--- src/rtl/pbal_pkg.sv ---
package pbal_pkg;

  typedef enum logic [1:0] {
    PERM_NONE  = 2'd0,
    PERM_READ  = 2'd1,
    PERM_WRITE = 2'd2,
    PERM_RSVD  = 2'd3
  } perm_e;

  // Signed level difference new - old; zero when either code is reserved.
  function automatic logic signed [2:0] perm_steps(input logic [1:0] old_p,
                                                   input logic [1:0] new_p);
    logic signed [2:0] d;
    if (old_p == PERM_RSVD || new_p == PERM_RSVD) begin
      d = 3'sd0;
    end else begin
      d = $signed({1'b0, new_p}) - $signed({1'b0, old_p});
    end
    return d;
  endfunction

endpackage

--- src/rtl/pbal_node_acc.sv ---
module pbal_node_acc
  import pbal_pkg::*;
#(
  parameter int W = 16
) (
  input  logic         clk,
  input  logic         rst_n,
  input  logic         evt_vld,
  input  logic [1:0]   old_perm,
  input  logic [1:0]   new_perm,
  input  logic [W-1:0] addr,
  input  logic         epoch_end,
  output logic [W-1:0] acc
);
  logic [W-1:0]      acc_q, acc_d, delta;
  logic signed [2:0] steps;
  logic [W-1:0]      addr_x2;

  always_comb begin
    steps   = evt_vld ? perm_steps(old_perm, new_perm) : 3'sd0;
    addr_x2 = {addr[W-2:0], 1'b0};
    case (steps)
      3'sd1:   delta = addr;
      3'sd2:   delta = addr_x2;
      -3'sd1:  delta = '0 - addr;
      -3'sd2:  delta = '0 - addr_x2;
      default: delta = '0;
    endcase
    acc_d = (epoch_end ? '0 : acc_q) + delta;
  end

  always_ff @(posedge clk or negedge rst_n) begin
    if (!rst_n) begin
      acc_q <= '0;
    end else begin
      acc_q <= acc_d;
    end
  end

  assign acc = acc_q;

  p_idle_hold_r3: assert property (@(posedge clk) disable iff (!rst_n)
    (!epoch_end && (!evt_vld || old_perm == new_perm)) |=> $stable(acc_q));

  p_restart_r6: assert property (@(posedge clk) disable iff (!rst_n)
    (epoch_end && !evt_vld) |=> (acc_q == '0));

  p_up_one_r1: assert property (@(posedge clk) disable iff (!rst_n)
    (!epoch_end && evt_vld && old_perm == PERM_NONE && new_perm == PERM_READ)
    |=> (acc_q == $past(acc_q) + $past(addr)));

  p_dn_one_r2: assert property (@(posedge clk) disable iff (!rst_n)
    (!epoch_end && evt_vld && old_perm == PERM_WRITE && new_perm == PERM_READ)
    |=> (acc_q == $past(acc_q) - $past(addr)));

endmodule

--- config.mk ---
export PLATFORM = sky130hd
export DESIGN_NAME = pbal_node_acc
export DESIGN_NICKNAME = d
export VERILOG_FILES = /design/src/rtl/pbal_pkg.sv /design/src/rtl/pbal_node_acc.sv
export SDC_FILE = /design/constraint.sdc
export NUM_CORES = 1
export LEC_CHECK = 0
export ABC_AREA = 1
export BUFFER_PORTS_ARGS = -buffer_cell sky130_fd_sc_hd__buf_2
export CELL_PAD_IN_SITES_DETAIL_PLACEMENT = 1
export CELL_PAD_IN_SITES_GLOBAL_PLACEMENT = 1
export CORE_MARGIN = 4
export CORE_UTILIZATION = 42
export DETAILED_ROUTE_END_ITERATION = 7
export GPL_TIMING_DRIVEN = 0
export PLACE_DENSITY_LB_ADDON = 0.1
export SKIP_LAST_GASP = 1
export SLEW_MARGIN = 40
export SYNTH_ARGS = -nofsm -noshare
export SYNTH_HDL_FRONTEND = slang
export SYNTH_SLANG_ARGS = --single-unit
--- constraint.sdc ---
create_clock -name clk -period 4.5 [get_ports clk]
set_input_delay 0.45 -clock clk [delete_from_list [all_inputs] [get_ports clk]]
set_output_delay 0.45 -clock clk [all_outputs]
set_load 0.01 [all_outputs]
# == After elaboration in Yosys (flattened, before gate mapping) ==
# Index checks and enable logic that the tools add are counted.
# classes
bitwise,0
order_cmp,0
shift,0
n_reduce_logical,1
multipliers,0
eq_ne,6
n_div,0
mux,4
add_sub_neg,4
# op_table
op,count
16-bit one-hot mux with 4 select lines,1
1-bit by 16-bit subtractor with 16-bit output (first input constant),2
16-bit adder,1
16-bit two-way mux,1
3-bit == test (second input constant),2
3-bit two-way mux,2
2-bit == test (second input constant),2
3-bit by 1-bit == test with 1-bit output (second input constant),1
3-bit by 2-bit == test with 1-bit output (second input constant),1
2-bit by 2-bit subtractor with 3-bit output,1
1-bit logical OR,1
# word_totals
latchBits,0
memories,0
output_inout_bits,16
wordCells,16
ff_bits,16
ramBits,0
romBits,0

# == Logic depth before layout (Yosys ltp) ==
# logic_depth
depth_word,7
depth_mapped,22

# == Least setup slack after synthesis ==
# OpenSTA, ideal clock, no wires.
# synth_timing
path_type,input -> register
startpoint,input new_perm[0]
endpoint,register acc_q[15] (netlist: acc[15])
path_stages,20
n_path_buf,1
required_ns,4.383
slack_ns,1.509
arrival_ns,2.873
path_cell_list,inv_1 ha_1 fa_1 inv_1 nand3_2 inv_1 nand2_1 nor2_2 buf_4 nand2_1 o2111ai_1 ha_1 a21oi_1 nand2_1 nand4_1 nand2_1 a21oi_1 inv_1 nand3_1 nand2_1
# synth_via
elab_chain_cells,7
elab_cells_between_ends,11
# synth_rtl
item,line_no,text
"start, declared",pbal_node_acc.sv:10,"input logic [1:0] new_perm,"
branches (longest 2 deep; another with 2-bit by 2-bit subtractor with 3-bit output),n/a,
3-bit two-way mux (*),pbal_pkg.sv:14,if (old_p == PERM_RSVD || new_p == PERM_RSVD) begin
3-bit two-way mux (*),pbal_node_acc.sv:20,"steps = evt_vld ? perm_steps(old_perm, new_perm) : 3'sd0;"
"3-bit == test, or another cell as far along",pbal_node_acc.sv:22,case (steps)
16-bit one-hot mux with 4 select lines (*),pbal_node_acc.sv:22,
16-bit adder (*),pbal_node_acc.sv:29,acc_d = (epoch_end ? '0 : acc_q) + delta;
via acc_d[15],pbal_node_acc.sv:15,"logic [W-1:0] acc_q, acc_d, delta;"
"end signal, assigned",pbal_node_acc.sv:34,acc_q <= '0;
"end signal, assigned",pbal_node_acc.sv:36,acc_q <= acc_d;
"end, declared",pbal_node_acc.sv:15,
# Mark *: on every way through the listed nets, which the timed path passes.

# == Worst setup path in the final report ==
# layout_timing
startpoint,input old_perm[0]
endpoint,register acc_q[15] (netlist: acc[15])
# layout_via
elab_chain_cells,7
elab_cells_between_ends,11
# layout_rtl
item,line_no,text
"start, declared",pbal_node_acc.sv:9,"input logic [1:0] old_perm,"
branches (longest 2 deep; another with 2-bit by 2-bit subtractor with 3-bit output),n/a,
3-bit two-way mux (*),pbal_pkg.sv:14,
3-bit two-way mux (*),pbal_node_acc.sv:20,
"3-bit == test, or another cell as far along",pbal_node_acc.sv:22,
16-bit one-hot mux with 4 select lines (*),pbal_node_acc.sv:22,
16-bit adder (*),pbal_node_acc.sv:29,
via acc_d[15],pbal_node_acc.sv:15,
# Marked as above.

==> results.py <==
metrics = {
    "worst_setup_path": {
        "cp_top_family": "simple AND/OR/NAND/NOR gates",
        "path_buf_inv": 4,
        "crit_path_top_delay_cell": "fa_1",
        "r2r-start": "acc[2]$_DFF_PN0_",
        "cp_max_fo": 8,
        "worst_path_most_repeated_cell": "nand2_1",
        "crit_cells": 19,
        "critPathLaunchType": "input port",
        "cp.required_ns": 4.64,
        "critPathLaunch": "old_perm[0]",
        "critPathMaxStageDelay_ns": 0.45,
        "critical_path_class": "in -> reg",
        "cp_data_arrival_time_ns": 3.60,
        "ff2ff_path_depth": 11,
        "crit_chain": "buf_2 -> ha_1 -> fa_1 -> inv_1 -> nand3_2 -> nor2_2 -> nand2_1 -> inv_2 -> nand2_1 -> o2111ai_1 -> ha_1 -> a21oi_1 -> nand2_1 -> nand4_1 -> nand2_1 -> a21oi_1 -> inv_1 -> nand3_1 -> nand2_1",
        "cp-end-kind": "register",
    },
    "die": {
        "chipHeight_um": 80.2,
        "die-area_sq_mm": 0.00643,
        "die_x_um": 80.2,
        "ios": 40,
        "initial_core_util": 0.431,
        "placementRows": 26,
        "fp.coreArea_sq_mm": 0.00507,
    },
    "power": {
        "power_frac_seq": 0.344,
        "p_leak_nw": 1.42,
        "sw_frac_of_total": 0.378,
        "power_mw": 0.519,
        "p_per_area_mw_per_mm2": 205,
        "power.share.clock": 0.255,
        "intPower_mw": 0.323,
        "p_comb_frac": 0.402,
        "p_switching_mw": 0.196,
        "peakVddDrop_v": 0.000178,
    },
    "placement": {
        "pre_cts_slack_ns": 0.793,
        "placed_cell_area_sq_mm": 0.00247,
        "place_congestion": 0.856,
        "io_buffers": 39,
        "dp_hpwl_um": 5470,
    },
    "global_route": {
        "grt_overflow": 0,
        "antenna_found_initial": 0,
        "grt_use_total": 0.218,
        "grt_pass1_wl_um": 11200,
        "grt_max_degree": 17,
        "grt_pass1_vias": 2471,
    },
    "sta": {
        "rsz0062_at_grt": "no",
        "finalHoldViolations": 0,
        "timing.final.ws_setup_ns": 1.04,
        "period_needed_ns": 3.46,
        "period_share": 0.770,
        "clock.fmax_mhz": 289,
        "final-setup-viol-count": 0,
        "tightest_slew_ns": 0.483,
        "setup_tns_ns": 0,
        "skew_ns": 0.00722,
        "relSlewSlack": 0.678,
        "maxSlewViolCount": 0,
    },
    "outcome": {
        "status": "finished clean",
    },
    "clock_tree": {
        "clkTransAtPathRegs_ns": 0.07,
        "cts_buffer_depth": 2,
        "clkSinkCount": 16,
        "cts_tree": "yes",
        "cts_buffers": 3,
        "htreeDepth": 1,
        "cts-root-buf": "clkbuf_8",
        "post_cts_buffers": 0,
        "cts_resized": 0,
        "cts_hold_buf": 0,
        "clk_latency_ns": 0.26,
    },
    "route": {
        "antenna_left": 0,
        "totalWireLength_um": 6450,
        "viasPerCell": 5.12,
        "drt_iter0_drc": 85,
        "routedWlPerCell_um": 14.1,
        "drtPass1Iterations": 4,
        "drcViolationCount": 0,
        "via_count": 2346,
    },
    "logic_synthesis": {
        "synthTopCellsByArea": "dfrtp_1 (18%), nand2_1 (14%), inv_1 (12%)",
        "async_reset_ff_frac": 1.00,
        "synth_seq_area_share": 0.183,
        "avgSynthCellArea_sq_um": 6.34,
        "synth.distinct_cells": 32,
        "synthesis.area_sq_mm": 0.00219,
        "ys.flop_type": "dfrtp_1",
        "ys_seq_elements": 16,
        "yosys.area.top_type": "dfrtp_1",
        "synthesis.nets": 388,
        "synth-edff-count": 0,
        "yosysTopAreaCellShare": 0.183,
        "synthCells": 345,
        "yosysWarnings": 0,
    },
    "cells_and_area": {
        "nFillCells": 763,
        "final_core_util": 0.498,
        "nets": 432,
        "area_delta_synth_final_pct": 15.4,
        "largest_register_ffs": 16,
        "drive_above_1_share": 0.180,
        "stdcell_area_sq_mm": 0.00253,
        "antenna_cells": 0,
    },
    "min_path": {
        "hp-class": "in -> async",
    },
    "flow_run": {
        "max_cap_violations": 0,
    },
}
[final timing paths]
check	slack, ns	to
max reg2reg	2.53	acc[15]$_DFF_PN0_
max	1.04	acc[15]$_DFF_PN0_
min in group clk	0.62	acc[0]$_DFF_PN0_
max in group asynchronous	4.11	acc[0]$_DFF_PN0_
min	0.10	acc[11]$_DFF_PN0_
min reg2reg	0.62	acc[0]$_DFF_PN0_
[synthesized netlist by cell type, drive strengths merged (2+ instances only)]
| library cell | n |
|---|---|
| nor2 | 44 |
| ha | 17 |
| o2111ai | 7 |
| o22ai | 3 |
| nand2 | 84 |
| fa | 2 |
| dfrtp | 16 |
| inv | 72 |
| buf | 2 |
| a21oi | 18 |
| nand3 | 26 |
| xor2 | 15 |
| xnor2 | 5 |
| o21bai | 2 |
| o211ai | 3 |
| nand4 | 9 |
| nor3 | 6 |
| o21ai | 8 |
[cell type report]
type	count	area (sq um)	share of cell area
tap	70	87.6	0.0347
sequential	16	400	0.158
buffer	3	18.8	0.00743
timing repair buffer	39	195	0.0773
clock buffer	4	55.1	0.0218
multi-input combinational	254	1500	0.593
inverter	72	270	0.107
[worst reg2reg max path, cell delays in order, from the launching register on]
cell and delay, ns:
dfrtp_1 0.37, inv_1 0.05, nor2_1 0.03, ha_1 0.35
a21oi_1 0.18, nand2_1 0.13, nand4_1 0.09, nand2_1 0.13
a21oi_1 0.32, inv_1 0.07, nand3_1 0.08, nand2_1 0.06
[metal layers]
layer	part of all wire	wire, um	global-route usage
met2	0.48	3120	0.385
met3	0.030	191	0.0146
met5	0	0	0
met4	0.024	156	0.0726
met1	0.46	2980	0.279
[placed cells by master, fill, tap and decap left out]
cell       synthesis  layout
xor2_1            15      15
nand2_1           82      82
nand3_4            1       1
o211ai_1           3       3
nand2_2            2       2
o21bai_1           2       2
nor2_4             1       1
o21ai_1            2       2
buf_2              0      39
nor3_1             6       6
nand4_1            7       7
inv_1             69      69
a21oi_1           18      18
dfrtp_1           16      16
o21ai_0            6       6
o22ai_1            3       3
a31o_2             1       1
o2111ai_1          7       7
inv_2              3       3
or2_2              1       1
nor2_1            35      35
fa_1               2       2
a22oi_1            1       1
nand3_1           20      20
ha_1              17      17
clkbuf_8           0       4
a221oi_2           1       1
xnor2_1            5       5
clkbuf_1           1       1
buf_4              2       2
nand3_2            5       5
nor2_2             8       8
nand4_2            2       2
a31oi_1            1       1
[logic make-up (layout without fill, tap and decap cells)]
family | after synthesis | count (layout) | share of synthesized area
and+or+nand+nor | 170 | 170 | 0.359
buffers and inverters | 75 | 118 | 0.132
AOI/OAI and AO/OA | 45 | 45 | 0.130
xor gates and xnor gates | 20 | 20 | 0.0800
adders and majority gates | 19 | 19 | 0.115
DFF | 16 | 16 | 0.183
[power groups by stage]
stage               clock, mW  sequential [mW]  combinational [mW]
floorplan                   0            0.194               0.120
global placement            0            0.181               0.205
detailed placement          0            0.182               0.209
CTS                     0.135            0.179               0.211
global route            0.142            0.183               0.237
finish                  0.132            0.179               0.208
[metrics by stage]
step / hold WS (ns) / std cells
final: 0.101 / 458
after global routing: 0.126 / 458
after CTS: 0.114 / 458
after detailed placement: 0.393 / 454
after global placement: 0.385 / 454
after floorplan: 0.154 / 345
No activity file was read; power rests on OpenSTA's default activity.
